## config.mk

```make
export PLATFORM = sky130hd
export DESIGN_NAME = bshift_unit
export DESIGN_NICKNAME = d
export VERILOG_FILES = /design/src/rtl/bshift_pkg.sv /design/src/rtl/bshift_decode.sv /design/src/rtl/bshift_rotr.sv /design/src/rtl/bshift_fixup.sv /design/src/rtl/bshift_out_stage.sv /design/src/rtl/bshift_unit.sv
export SDC_FILE = /design/constraint.sdc
export NUM_CORES = 1
export LEC_CHECK = 0
export ABC_AREA = 1
export BUFFER_PORTS_ARGS = -buffer_cell sky130_fd_sc_hd__buf_2
export CORE_UTILIZATION = 35
export DETAILED_ROUTE_END_ITERATION = 10
export REMOVE_ABC_BUFFERS = 1
export SLEW_MARGIN = 20
export SYNTH_ARGS = -nofsm -noshare
export SYNTH_HDL_FRONTEND = slang
export SYNTH_SLANG_ARGS = --single-unit
```

## constraint.sdc

```tcl
create_clock -name clk -period 1.28 [get_ports clk]
set_clock_uncertainty 0.05 [all_clocks]
set_input_delay 0.192 -clock clk [delete_from_list [all_inputs] [get_ports clk]]
set_output_delay 0.192 -clock clk [all_outputs]
set_load 0.01 [all_outputs]
```

## src/rtl/bshift_pkg.sv

```systemverilog
package bshift_pkg;

  typedef enum logic [1:0] {
    SK_LSL = 2'b00,
    SK_LSR = 2'b01,
    SK_ASR = 2'b10,
    SK_ROR = 2'b11
  } shift_kind_e;

  typedef struct packed {
    shift_kind_e kind;
    logic        amt_zero;
  } shift_plan_t;

endpackage

```

## src/rtl/bshift_decode.sv

```systemverilog
module bshift_decode
  import bshift_pkg::*;
#(
  parameter int AMT_W = 5
) (
  input  logic [1:0]       kind_i,
  input  logic [AMT_W-1:0] amt_i,
  output shift_plan_t      plan_o,
  output logic [AMT_W-1:0] rot_amt_o
);

  shift_kind_e kind;

  always_comb begin
    kind            = shift_kind_e'(kind_i);
    plan_o.kind     = kind;
    plan_o.amt_zero = (amt_i == '0);
    // a left shift by n is a right rotate by (width - n), masked afterwards
    if (kind == SK_LSL) rot_amt_o = -amt_i;
    else                rot_amt_o = amt_i;
  end

endmodule

```

## src/rtl/bshift_rotr.sv

```systemverilog
module bshift_rotr #(
  parameter int WIDTH = 32,
  parameter int AMT_W = 5
) (
  input  logic [WIDTH-1:0] din,
  input  logic [AMT_W-1:0] amt,
  output logic [WIDTH-1:0] dout
);

  // logarithmic rotator: stage s rotates by 2**s when amt[s] is set
  always_comb begin
    logic [WIDTH-1:0] cur;
    cur = din;
    for (int s = 0; s < AMT_W; s++) begin
      if (amt[s]) cur = (cur >> (1 << s)) | (cur << (WIDTH - (1 << s)));
    end
    dout = cur;
  end

endmodule

```

## src/rtl/bshift_fixup.sv

```systemverilog
module bshift_fixup
  import bshift_pkg::*;
#(
  parameter int WIDTH = 32,
  parameter int AMT_W = 5
) (
  input  shift_plan_t      plan,
  input  logic [WIDTH-1:0] opd,
  input  logic [WIDTH-1:0] rot,
  input  logic [AMT_W-1:0] amt,
  input  logic             c_in,
  output logic [WIDTH-1:0] res,
  output logic             c_out
);

  logic [WIDTH-1:0] low_mask;
  logic [WIDTH-1:0] top_mask;
  logic             sign;

  assign sign = opd[WIDTH-1];

  // thermometer masks: low n bits, and top n bits
  always_comb begin
    for (int i = 0; i < WIDTH; i++) begin
      low_mask[i] = (i < int'(amt));
      top_mask[i] = (i + int'(amt) >= WIDTH);
    end
  end

  always_comb begin
    res   = rot;
    c_out = c_in;
    if (plan.amt_zero) begin
      unique case (plan.kind)
        SK_LSL: begin res = opd;                       c_out = c_in;     end
        SK_LSR: begin res = '0;                        c_out = sign;     end
        SK_ASR: begin res = {WIDTH{sign}};             c_out = sign;     end
        SK_ROR: begin res = {c_in, opd[WIDTH-1:1]};    c_out = opd[0];   end
        default: begin res = opd;                      c_out = c_in;     end
      endcase
    end else begin
      unique case (plan.kind)
        SK_LSL: begin res = rot & ~low_mask;           c_out = rot[0];   end
        SK_LSR: begin res = rot & ~top_mask;           c_out = rot[WIDTH-1]; end
        SK_ASR: begin
          res   = (rot & ~top_mask) | (top_mask & {WIDTH{sign}});
          c_out = rot[WIDTH-1];
        end
        SK_ROR: begin res = rot;                       c_out = rot[WIDTH-1]; end
        default: begin res = rot;                      c_out = c_in;     end
      endcase
    end
  end

endmodule

```

## src/rtl/bshift_out_stage.sv

```systemverilog
module bshift_out_stage #(
  parameter int WIDTH   = 32,
  parameter bit OUT_REG = 1'b1
) (
  input  logic             clk,
  input  logic             rst_n,
  input  logic [WIDTH-1:0] d_res,
  input  logic             d_c,
  output logic [WIDTH-1:0] q_res,
  output logic             q_c
);

  generate
    if (OUT_REG) begin : g_reg
      logic [1:0]       rst_sync;
      logic             run;
      logic [WIDTH-1:0] res_q, res_d;
      logic             c_q, c_d;

      // reset asserts at once, releases after two edges
      always_ff @(posedge clk or negedge rst_n) begin
        if (!rst_n) rst_sync <= 2'b00;
        else        rst_sync <= {rst_sync[0], 1'b1};
      end
      assign run = rst_sync[1];

      always_comb begin
        res_d = run ? d_res : '0;
        c_d   = run ? d_c   : 1'b0;
      end

      always_ff @(posedge clk or negedge rst_n) begin
        if (!rst_n) begin
          res_q <= '0;
          c_q   <= 1'b0;
        end else begin
          res_q <= res_d;
          c_q   <= c_d;
        end
      end

      assign q_res = res_q;
      assign q_c   = c_q;

      p_stage_follow_r9: assert property (@(posedge clk) disable iff (!run)
        $past(run) |=> (q_res == $past(d_res)) && (q_c == $past(d_c)));
    end else begin : g_comb
      assign q_res = d_res;
      assign q_c   = d_c;
    end
  endgenerate

endmodule

```

## src/rtl/bshift_unit.sv

```systemverilog
module bshift_unit
  import bshift_pkg::*;
#(
  parameter int WIDTH   = 32,
  parameter bit OUT_REG = 1'b1,
  localparam int AMT_W  = $clog2(WIDTH)
) (
  input  logic             clk,
  input  logic             rst_n,
  input  logic [WIDTH-1:0] operand,
  input  logic [1:0]       shift_kind,
  input  logic [AMT_W-1:0] shift_amt,
  input  logic             carry_in,
  output logic [WIDTH-1:0] result,
  output logic             carry_out
);

  shift_plan_t      plan;
  logic [AMT_W-1:0] rot_amt;
  logic [WIDTH-1:0] rot_val;
  logic [WIDTH-1:0] core_res;
  logic             core_c;

  bshift_decode #(.AMT_W(AMT_W)) i_decode (
    .kind_i   (shift_kind),
    .amt_i    (shift_amt),
    .plan_o   (plan),
    .rot_amt_o(rot_amt)
  );

  bshift_rotr #(.WIDTH(WIDTH), .AMT_W(AMT_W)) i_rotr (
    .din (operand),
    .amt (rot_amt),
    .dout(rot_val)
  );

  bshift_fixup #(.WIDTH(WIDTH), .AMT_W(AMT_W)) i_fixup (
    .plan (plan),
    .opd  (operand),
    .rot  (rot_val),
    .amt  (shift_amt),
    .c_in (carry_in),
    .res  (core_res),
    .c_out(core_c)
  );

  bshift_out_stage #(.WIDTH(WIDTH), .OUT_REG(OUT_REG)) i_out (
    .clk  (clk),
    .rst_n(rst_n),
    .d_res(core_res),
    .d_c  (core_c),
    .q_res(result),
    .q_c  (carry_out)
  );

  // carry and zero-amount behaviour, checked against the ports
  p_lsl_zero_r1: assert property (@(posedge clk) disable iff (!rst_n)
    (shift_kind == 2'b00 && shift_amt == '0) |-> (core_res == operand && core_c == carry_in));

  p_lsl_carry_r2: assert property (@(posedge clk) disable iff (!rst_n)
    (shift_kind == 2'b00 && shift_amt != '0) |-> (core_c == operand[WIDTH - int'(shift_amt)]));

  p_lsr_wide_r3: assert property (@(posedge clk) disable iff (!rst_n)
    (shift_kind == 2'b01 && shift_amt == '0) |-> (core_res == '0 && core_c == operand[WIDTH-1]));

  p_right_carry_r4: assert property (@(posedge clk) disable iff (!rst_n)
    (shift_kind != 2'b00 && shift_amt != '0) |-> (core_c == operand[int'(shift_amt) - 1]));

  p_asr_zero_r5: assert property (@(posedge clk) disable iff (!rst_n)
    (shift_kind == 2'b10 && shift_amt == '0) |-> ($countones(core_res) == (operand[WIDTH-1] ? WIDTH : 0)));

  p_rrx_r7: assert property (@(posedge clk) disable iff (!rst_n)
    (shift_kind == 2'b11 && shift_amt == '0) |-> (core_res[WIDTH-1] == carry_in && core_c == operand[0]));

endmodule

```

==> results of run 1 <==
power by group through the flow:
| stage | clock [mW] | combinational, mW | sequential [mW] |
|---|---|---|---|
| floorplan | 0 | 1.38 | 1.30 |
| global placement | 0 | 2.87 | 1.24 |
| detailed placement | 0 | 2.85 | 1.25 |
| CTS | 1.27 | 3.89 | 1.23 |
| global route | 1.37 | 4.86 | 1.24 |
| finish | 1.30 | 4.68 | 1.22 |
flip-flops by register name (all words and copies together), names as in the netlist:
signal and flops:
i_out.g_reg.rst_sync 2, i_out.q_c 1, i_out.q_res 32
worst reg2reg max path, delay by kind of cell, from the launching register on:
kind / cells / cell delay, ps
compound gates: 2 / 310
flops: 1 / 370
buf+inv: 1 / 220
path summary, 6_finish.rpt:
check / from / end / slack (ps) / cells past startpoint
max reg2reg: i_out.g_reg.rst_sync[1]$_DFF_PN0_ / i_out.q_res[30]$_DFF_PN0_ / 260 / 3
max: shift_kind[1] / i_out.q_res[29]$_DFF_PN0_ / -600 / 15
min in group asynchronous: rst_n / i_out.g_reg.rst_sync[1]$_DFF_PN0_ / 290 / 2
min reg2reg: i_out.g_reg.rst_sync[0]$_DFF_PN0_ / i_out.g_reg.rst_sync[1]$_DFF_PN0_ / 300 / 0
min: operand[27] / i_out.q_res[27]$_DFF_PN0_ / 230 / 5
max in group asynchronous: rst_n / i_out.q_res[31]$_DFF_PN0_ / 430 / 3
layer usage:
layer	vias to the layer above	track usage
li1	3575	-
met1	3762	0.4614
met2	694	0.5744
met3	243	0.09594
met4	4	0.2327
met5	-	0
metrics by stage:
step           power, mW  TNS (ps)  instances  cell area (um2)
4_1_cts            6.394    -11430       1326             8728
3_5_place_dp       4.097    -29760       1289             6741
2_1_floorplan      2.681    -52230        867             4722
6_report           7.202    -14200       1327             9513
5_1_grt            7.464    -15900       1326             9510
3_3_place_gp       4.112    -29210       1289             6741
final cells by class:
| type | count | area (um2) |
|---|---|---|
| well taps | 184 | 230.2 |
| multi-input cells | 761 | 5552 |
| fillers | 1168 | 4966 |
| repair buffers | 266 | 2387 |
| flip-flops and latches | 35 | 875.8 |
| clock inverters | 1 | 5.005 |
| clock buffers | 6 | 138.9 |
| inverters | 73 | 321.6 |
| diodes | 1 | 2.502 |
cells by family after synthesis:
group,after synthesis,share of synthesized area
and+or+nand+nor,598,0.5147
buffers and inverters,142,0.1387
DFF,35,0.1697
AOI/OAI and AO/OA,153,0.1593
other,1,0.0007266
adders and majority gates,7,0.01697
cells in the mapped netlist (all sizes together):
library cell  instances  area [um2]
o22ai                 1       6.260
a221oi                1       8.760
o2111ai               1       8.760
nand2               280        1094
a32o                  1       10.01
clkinv                1       3.750
o221ai                6       52.55
nand3               253        1281
nand3b                1       7.510
conb                  1       3.750
nor3                  4       20.02
ha                    7       87.58
nand4                 2       12.51
inv                  72       272.8
o211ai                3       22.52
nor2                 58       241.5
dfrtp                35       875.8
o21ai                97       489.2
a31oi                 1       6.260
clkbuf               26       98.84
buf                  43       340.3
a21oi                42       217.7
timing repair:
item | CTS | global route
pin swaps | 53 | 59
gates resized for setup | 301 | 183
gates cloned | 13 | 3
setup endpoints to repair | 33 | 33
setup buffers | 16 | 2
endpoints found under the hold margin | 14 | 0
hold buffers | 1 | 0
==> summary by stage, run 1 <==
Clock network
TritonCTS built the clock tree. In this run the clock root is driven by a clkbuf_16. The maximum buffer depth of the clock tree is 2.

The post-CTS clock slew at the launch and capture registers of the worst setup and hold paths is ~60 ps. The clock network latency to the later pin of the worst-skew pair is approximately 300 ps. The total clock sinks is 35.

Buffers inserted during clock tree synthesis total 5. The H-tree generated during clock tree synthesis spans 2 levels.

Power and ir drop
For this design the static power due to leakage is 4.679 nW. Summed over all nets, the switching power comes to ~3.4 mW. Of the total power, combinational logic draws 0.649.

Of the total power, the clock network draws 0.181. The switching fraction of total power is 0.4767. Internal power comes to between 3 and 4 mW. The worst ir drop on vdd is ~0.51 mV. The total power density per cell area is approximately 760 nW/um2. The part of the power in registers is 0.170.

Floorplanning
The die covers 15240 um2. The I/O pin count is 75. After floorplanning, the core was sized to cover between 10000 and 15000 um2. The number of core rows is 44. The starting density of the core is 0.3565. The die is 123.4 um tall. The die width is roughly 120 um.

Routing
The highest metal layer carrying signal wires in the routed design is met5. After detailed routing, the number of remaining DRC violations is 0. The post-detailed-routing wire length is just over 30 mm. For this block, wires on met1 add up to approximately 11 mm. The routed via count divided by cell count is roughly 6.2.

The number of DRC violations after detailed-routing iteration 0 is ~1000. The antenna violation net count after detailed routing is 0. The detailed router placed around 8300 vias in this run. The first detailed-routing pass took 7 iterations. Summed over all nets, wire length on met3 after detailed routing comes to 3.983 mm.

The met2 wire length is 13.20 mm. The average wire per standard cell is about 23 um.

Cells and area
The top cell types in the final layout, fill and taps aside, are nand2_1 (207), nand3_2 (144), buf_4 (142). The signed area change from the synthesized netlist to the final layout is 84.32%. The utilization after layout is 0.6570. The number of nets in the finished design is around 1200. Leaving out fill and tap cells, the most frequent cell in the layout is nand2_1.

Of the cells placed in the final design, the portion with a size suffix greater than 1 is 0.5298.

Flow run
The max-capacitance violation count is 0.

STA
The minimum hold slack is roughly 230 ps. The minimum period implied by the final worst setup slack is about 1900 ps. The final max-slew violation count is 0. After layout, the worst setup slack is -601.1 ps.

In the finished design, the share of the clock period the worst path needs comes to 1.470. Setup violations remaining at the end of the flow were counted as 33. Setup repair after global routing could not meet its margin everywhere. Static timing analysis puts the maximum clock frequency at around 530 MHz. The number of failing hold endpoints at the final stage is 0.

Setup path
The highest-delay cell along the critical path is o21ai_2. At the worst endpoint, the arrival time is between 2000 and 2500 ps. Of all nets on the critical path, the largest fanout is 8. The endpoint kind of the worst setup timing path is a flop. The kind of start point of the critical path is a primary input. The critical path contains buffers and inverters numbering 4 combined. Walking the worst path, the cells encountered are buf_8 > inv_6 > ha_4 > inv_4 > nand2_4 > nand2_8 > buf_12 > o21ai_2 > nand2_2 > nand3_2 > nand3_1 > nand3b_1 > nand3_2 > nand2_1 > nor2_1. Data on the critical path is required at its endpoint by 1420 ps. In this design, the stage delay of the slowest critical-path cell is 220 ps. The cell family contributing the most delay on the critical path is simple AND/OR/NAND/NOR gates. The most common cell type on the critical path is nand3_2. By startpoint and endpoint, the worst setup path is classified as primary input to flop.

Synth
Synthesis handed over a netlist of between 900 and 1000 instances. The netlist uses 36 different library cells. The mean instance size in the synthesized netlist is about 5.5 um2. In this run the cell area of the synthesized design comes to just over 5000 um2. The total of warnings raised by yosys is 0. The share of the Yosys chip area taken by registers is 0.1697. The total of flip-flops plus latches after synthesis is 35.

Place
The worst slack after detailed placement is -1015 ps. Routability-driven placement finished with a final weighted congestion of ~1.1. The number of input and output port buffers inserted is 74.

The half-perimeter wire length after placement is around 19 mm.

Global routing
The global-route wire length before repair is 42.15 mm. Entering global routing, the biggest net connects 34 pins. The residual overflow from global routing is 0. In the global route stage, overall resource usage came out at 0.3728.

The number of antenna violations at the first check in global routing is 1. The via count of the first global-routing pass came to 7369.

Worst hold path
The worst hold path belongs to the class primary input to flop.

Outcome
The final reports fail on setup timing. The flow ran to the end, but the final reports show violations.
Note: power is estimated with default switching activity, not from simulation.
==> inputs of run 2 (changes only) <==
Settings changed: ABC_AREA 1 to unset.
==> run 2 against run 1 <==
  * The run ends with DRC, setup timing left
  * Maximum frequency decreased by 17%
  * Area after synthesis increased by 2.9%
  * Clock-buffer cell count decreased by 1
  * Via count decreased by 16%
  * Flip-flop and latch count unchanged
  * Largest cell class unchanged
==> summary by stage, run 2 <==
Clock network
The clock network latency to the later pin of the worst-skew pair is 290 ps (about the same). The total clock sinks is 35 (unchanged). The total CTS buffers was 5 (unchanged).

The library cell used as clock root buffer is clkbuf_16. TritonCTS built the clock tree. The post-CTS clock slew at the launch and capture registers of the worst setup and hold paths came to 60 ps (about the same).

The H-tree level count is 2 (unchanged). The maximum buffer depth of the clock tree is 2 (unchanged).

Synth
The area share of the leading cell type in the synthesized netlist was 0.1696 (-0.07281). The commonest cells after synthesis are mux2i_1 (90), a21oi_1 (77), o21ai_0 (69). The distinct cell type count after synthesis was 66 (+83%). The total of warnings raised by yosys was 0 (unchanged).

The async set-or-reset flop fraction in the synthesized netlist came to 1.000 (unchanged). Yosys attributes the largest share of cell area to mux2i_1 (17%), dfrtp_1 (16%), mux4_2 (7.6%), a21oi_1 (7.3%), o21ai_0 (6.5%). The post-synth design cell area was 5311 um2 (+2.9%).

The cell type with the highest aggregate area in the netlist is mux2i_1. The sequential-to-total area share from yosys stat is 0.1649 (-0.004797). In the post-synthesis netlist, the cell with the most instances is mux2i_1. The gate count of the mapped netlist is 693 (-26%). The mean instance size in the synthesized netlist is 7.664 um2 (+39%). The total of flip-flops plus latches after synthesis is 35 (unchanged).

The most used flip-flop cell after synthesis is dfrtp_1. The number of enable flip-flop cells after synthesis came to 0 (unchanged).

Floorplanning
The starting density of the core came to 0.3627 (+0.006233). The I/O pin count was 75 (unchanged). The number of core rows is 44 (unchanged).

The die width came to 125.2 um (+1.4%). The area enclosed by the die boundary is 15670 um2 (+2.9%). The area of the core came to 14640 um2 (+1.1%).

The chip height was 125.2 um (+1.4%).

Cells and area
The share of cells above drive strength 1 is 0.5089 (-0.02091). The signed area change from the synthesized netlist to the final layout is 65.75%. The most common cell after layout, fill and taps aside is buf_4. The number of inserted diodes was 0 (-1).

The flip-flop count of the largest register, all copies and words added was 32 (unchanged). The number of nets in the finished design is 1007 (-15%). Leaving out fill and tap cells, the most frequent cells in the layout are buf_4 (205), buf_2 (70), a21oi_1 (66). The utilization after layout is 0.6012 (-0.05585).

The cell area after layout is 8803 um2 (-7.5%).

Power and ir drop
The static leakage was 3.934 nW (-16%). The total power density per cell area is 842.6 nW/um2 (+11%). The worst ir drop on vdd is 0.5108 mV (+0.67%). The post-layout total power is 7.418 mW (+3.0%).

STA
The tightest slew margin relative to the limit is 0.5825. The final max-slew violation count was 0 (unchanged). The setup TNS after final layout came to -28090 ps (-13890 ps). The final setup slack of the worst path is -984.1 ps (-383.0 ps). The minimum period implied by the final worst setup slack was 2264 ps (+383.0 ps). The transition time of the tightest slew-check pin is about 620 ps. The number of setup violations in the final report is 33 (unchanged). The number of failing hold endpoints at the final stage came to 0 (unchanged). Setup repair after global routing could not meet its margin everywhere.

The maximum clock frequency came to 441.7 MHz (-17%). The post-route clock period utilization is 1.769 (+0.2992). The minimum hold slack is 248.0 ps (+19.45 ps).

Global routing
The largest net degree at the start of global routing came to 36 (+5.9%). The number of antenna violations at the first check in global routing is 0 (-1). The residual overflow from global routing was 0 (unchanged). The global-route wire length before repair is 38.10 mm (-9.6%).

The via count of the first global-routing pass is 6496 (-12%). The global-route total usage across every layer was 0.3184 (-0.05444).

Setup path
The setup path with the least slack is of type primary input to flop. The kind of start point of the critical path is a primary input. The maximum net fanout on the critical path was 8 (unchanged). The worst endpoint required time was 1470 ps (+50 ps). The endpoint kind of the worst setup timing path is a flop. The data arrival time of the critical path was 2450 ps (+430 ps).

Flow run
The max-capacitance violation count is 0 (unchanged).

Routing
The antenna violation net count after detailed routing is 0 (unchanged). The final routed DRC violation total is 4 (+4). The post-detailed-routing wire length was 25.65 mm (-17%). The number of DRC violations after detailed-routing iteration 0 came to 823 (-21%). The count of vias placed by the detailed router is 6972 (-16%).

The routed via count divided by cell count is 6.100 (-2.2%). The number of detailed-routing iterations run before antenna repair is 8 (+1). The average wire per standard cell was 22.44 um (-3.7%).

Outcome
The final reports fail on DRC, setup timing. The flow ran to the end, but the final reports show violations.

Place
The number of input and output port buffers inserted is 74 (unchanged). The standard cell area after detailed placement is 7303 um2 (+8.3%). The routability-driven placement congestion ratio is 1.019 (-6.7%). The half-perimeter wire length after placement came to 19.21 mm (+0.47%).

Worst hold path
The type of the tightest min-delay check is primary input to flop.
[run 2: repair_timing]
action	in CTS	in global routing
hold buffers	1	0
gates cloned	2	0
setup buffers	28	17
gates resized for setup	137	69
endpoints found under the hold margin	35	0
pin swaps	46	27
setup endpoints to repair	33	33
[run 2: logic make-up (layout without fill, tap and decap cells)]
logic type,Yosys count,in the layout,synth area share
XOR/XNOR,3,3,0.009896
flip-flops,35,35,0.1649
adder cells (fa/ha/maj),7,7,0.01649
AND/OR/NAND/NOR,188,188,0.1592
multiplexers,128,128,0.2905
buffers and inverters,86,352,0.07302
other,1,1,0.0007060
AO/OA/AOI/OAI,245,245,0.2853
[run 2: path summary, 6_finish.rpt]
check                                             startpoint                           endpoint  slack [ps]  cells past startpoint
min                                                 carry_in                i_out.q_c$_DFF_PN0_         250                      3
min in group asynchronous                              rst_n          i_out.q_res[22]$_DFF_PN0_         350                      3
max reg2reg                i_out.g_reg.rst_sync[1]$_DFF_PN0_           i_out.q_res[1]$_DFF_PN0_          20                      3
max                                            shift_kind[0]          i_out.q_res[12]$_DFF_PN0_        -980                     11
min reg2reg                i_out.g_reg.rst_sync[0]$_DFF_PN0_  i_out.g_reg.rst_sync[1]$_DFF_PN0_         300                      0
max in group asynchronous                              rst_n          i_out.q_res[24]$_DFF_PN0_         640                      3
[run 2: area by class of cell]
class	instances	area [um2]
Clock buffer	5	125.1
Clock inverter	3	67.56
Fill cell	1286	5841
Inverter	17	73.82
Multi-Input combinational cell	572	4787
Sequential cell	35	875.8
Tap cell	184	230.2
Timing Repair Buffer	327	2644
[run 2: through the flow]
step | std cells | setup WS (ps)
final | 1143 | -984.1
after global routing | 1143 | -1048
after CTS | 1129 | -921.9
after detailed placement | 1092 | -1482
after global placement | 1092 | -1463
after floorplan | 624 | -2252
[run 2: routing by layer]
layer  GRT usage  share of wire
met1      0.4138           0.39
met2      0.5058           0.44
met3     0.04964          0.096
met4      0.1772          0.074
met5           0              0
[run 2: power breakdown]
part | switching, mW | total (mW) | internal [mW]
Combinational | 2.34 | 4.56 | 2.22
Sequential | 0.0268 | 1.24 | 1.21
Clock | 0.506 | 1.62 | 1.12
Total | 2.87 | 7.42 | 4.55
[run 2: critical path, cell delays in order]
cell and delay, ps:
buf_8 100, inv_6 50, ha_4 170, mux2i_4 250, buf_12 150, buf_12 140
mux2i_2 340, mux2i_2 180, mux4_2 530, o221ai_2 180, and3_1 170
==> inputs of run 3 (changes only) <==
==> constraint.sdc (replaced) <==
create_clock -name clk -period 1.28 [get_ports clk]
set_clock_uncertainty 0.05 [all_clocks]
set_input_delay 0.064 -clock clk [delete_from_list [all_inputs] [get_ports clk]]
set_output_delay 0.064 -clock clk [all_outputs]
set_load 0.01 [all_outputs]
==> run 3 against run 2 <==
  * The flow still finishes with violations (DRC, setup timing)
  * Combinational power about the same
  * Critical path depth up 1
  * Power down 0.43%
  * Sequential power about the same
  * Register-to-register slack worse by 30 ps
  * Clock power about the same
  * Largest power group unchanged
  * Critical path type unchanged
  * Wire length up 0.49%
==> summary by stage, run 3 (synthesis gave the netlist of run 2 again) <==
STA
The minimum period implied by the final worst setup slack is 2187 ps (-76.81 ps). The minimum hold slack is 105.3 ps (-142.7 ps). The tightest slew margin relative to the limit is 0.6051 (+0.02268). The post-route clock period utilization is 1.709 (-0.06001). The number of failing hold endpoints at the final stage is 0 (unchanged). The maximum clock frequency is 457.2 MHz (+3.5%). The number of setup violations in the final report is 33 (unchanged). The final max-slew violation count came to 0 (unchanged). The final setup slack of the worst path is -907.3 ps (+76.81 ps).

The transition time of the tightest slew-check pin is 586.1 ps (-33.66 ps). Setup repair after global routing could not meet its margin everywhere.

Cells and area
The number of nets in the finished design is 1019 (+1.2%). The cell area after layout came to 8892 um2 (+1.0%). In the layout the commonest cells are buf_4 (225), buf_2 (70), o21ai_0 (64).

The number of inserted diodes is 0 (unchanged). The share of cells above drive strength 1 was 0.5232 (+0.01431). The most common cell after layout, fill and taps aside is buf_4. The signed area change from the synthesized netlist to the final layout is 67.42%. The flip-flop count of the largest register, all copies and words added is 32 (unchanged).

Routing
The post-detailed-routing wire length is 25.77 mm (+0.49%). The number of DRC violations after detailed-routing iteration 0 was 851 (+3.4%). The number of detailed-routing iterations run before antenna repair was 10 (+2). The final routed DRC violation total is 2 (-2). The antenna violation net count after detailed routing is 0 (unchanged). The count of vias placed by the detailed router is 7021 (+0.70%).

The average wire per standard cell is 22.32 um (-0.55%). The routed via count divided by cell count was 6.079 (-0.34%).

Power and ir drop
The total power density per cell area is 830.7 nW/um2 (-1.4%). The worst ir drop on vdd is 0.4179 mV (-18%). The static leakage was 3.989 nW (+1.4%). The post-layout total power is 7.386 mW (-0.43%).

Setup path
The biggest cell delay along the critical path was 420 ps (-110 ps). The number of gates on the worst path with buffers counted is 12 (+1). The setup slack on the worst flop-to-flop path is -10 ps (-30 ps). The worst reg-to-reg path cell count is 4 (+1).

STA classifies the critical path endpoint as a flop. The worst path buffer plus inverter count is 4 (unchanged). The signal on the critical path passes through buf_8 > inv_6 > ha_4 > nor2b_4 > xnor2_4 > buf_12 > buf_12 > mux2i_1 > mux2i_2 > mux2i_1 > o221ai_1 > and3_1. The worst endpoint required time is 1400 ps (-70 ps). The worst setup path is launched from a primary input. The cell family contributing the most delay on the critical path is multiplexers.

The maximum net fanout on the critical path is 8 (unchanged). The reg-to-reg startpoint is i_out.g_reg.rst_sync[1]$_DFF_PN0_. The data arrival time of the critical path is 2310 ps (-140 ps). By startpoint and endpoint, the worst setup path is classified as primary input to flop. The endpoint identified for the worst register-to-register timing path is i_out.q_res[5]$_DFF_PN0_. The slowest stage of the critical path is the mux2i_1 cell.

Global routing
The global-route wire length before repair came to 38.43 mm (+0.85%). The number of antenna violations at the first check in global routing is 1 (+1). The via count of the first global-routing pass came to 6566 (+1.1%).

The largest net degree at the start of global routing was 36 (unchanged). The residual overflow from global routing is 0 (unchanged). The global-route total usage across every layer came to 0.3193 (+0.0009442).

Floorplanning
The area of the core is 14640 um2 (unchanged). The number of core rows is 44 (unchanged). The chip height is 125.2 um (unchanged). The starting density of the core is 0.3627 (unchanged). The die width is 125.2 um (unchanged). The I/O pin count is 75 (unchanged).

The area enclosed by the die boundary is 15670 um2 (unchanged).

Worst hold path
The min-delay analysis places its worst path in the category primary input to flop. The worst hold path begins at carry_in. The path with the worst hold slack has its endpoint at i_out.q_c$_DFF_PN0_.

The worst hold path depth came to 3 (unchanged).

Place
The number of input and output port buffers inserted came to 74 (unchanged). The worst slack after detailed placement is -1441 ps (+40.36 ps). The standard cell area after detailed placement is 7476 um2 (+2.4%). The routability-driven placement congestion ratio is 1.020 (+0.19%). The half-perimeter wire length after placement is 19.65 mm (+2.3%).

Clock network
The CTS tree is done. The clock network latency to the later pin of the worst-skew pair is 280 ps (about the same). The maximum buffer depth of the clock tree came to 2 (unchanged).

The total CTS buffers was 5 (unchanged). The post-CTS clock slew at the launch and capture registers of the worst setup and hold paths was 70 ps (about the same). In this run the clock root is driven by a clkbuf_16. The H-tree level count is 2 (unchanged).

The total clock sinks is 35 (unchanged).

Flow run
The max-capacitance violation count is 0 (unchanged).

Outcome
The flow ran to the end, but the final reports show violations. The final reports fail on DRC, setup timing.
-- run 3: power by group --
part	switching [mW]	internal [mW]
registers	0.0279	1.21
clock network	0.506	1.12
logic	2.32	2.21
-- run 3: worst max path at each step --
stage | end | start | slack, ps
final | i_out.q_res[20]$_DFF_PN0_ | shift_kind[0] | -910
after global routing | i_out.q_res[20]$_DFF_PN0_ | shift_kind[0] | -900
after CTS | i_out.q_res[21]$_DFF_PN0_ | shift_kind[1] | -770
after detailed placement | i_out.q_res[21]$_DFF_PN0_ | shift_kind[0] | -1440
after global placement | i_out.q_res[1]$_DFF_PN0_ | shift_kind[0] | -1390
after floorplan | i_out.q_res[6]$_DFF_PN0_ | shift_kind[0] | -2120
-- run 3: worst register-to-register path: cells and delay by family (launching register included) --
family / cells / cell delay (ps)
AOI/OAI and AO/OA: 1 / 340
buffers and inverters: 1 / 250
DFF: 1 / 410
and+or+nand+nor: 2 / 180
-- run 3: timing repair --
item                       in CTS  in global routing
gates cloned                    1                  3
setup buffers                  16                 12
hold buffers                    1                  0
hold endpoints to repair       35                  0
setup endpoints to repair      33                 33
pin swaps                      30                 27
resized for setup             127                 75
-- run 3: final cells by class --
type	count	area, um2
fill	1280	5752
multi-input combinational	572	4777
timing repair buffer	339	2740
sequential	35	875.8
tap	184	230.2
clock buffer	5	125.1
inverter	17	76.32
clock inverter	3	67.56
-- run 3: metrics by stage --
step / instances / setup TNS (ps) / util
3_3_place_gp: 1115 / -40170 / 0.5105
3_5_place_dp: 1115 / -41320 / 0.5105
6_report: 1155 / -23820 / 0.6072
5_1_grt: 1155 / -25960 / 0.6072
4_1_cts: 1141 / -22180 / 0.5708
2_1_floorplan: 624 / -58030 / -
-- run 3: metal layers --
metal  global-route usage  vias to the layer above  wire length [um]
li1                     -                     3138                 -
met1               0.4261                     3304             10400
met2               0.5186                      479             11740
met3              0.04365                       98              2280
met4               0.1341                        2              1328
met5                    0                        -                17
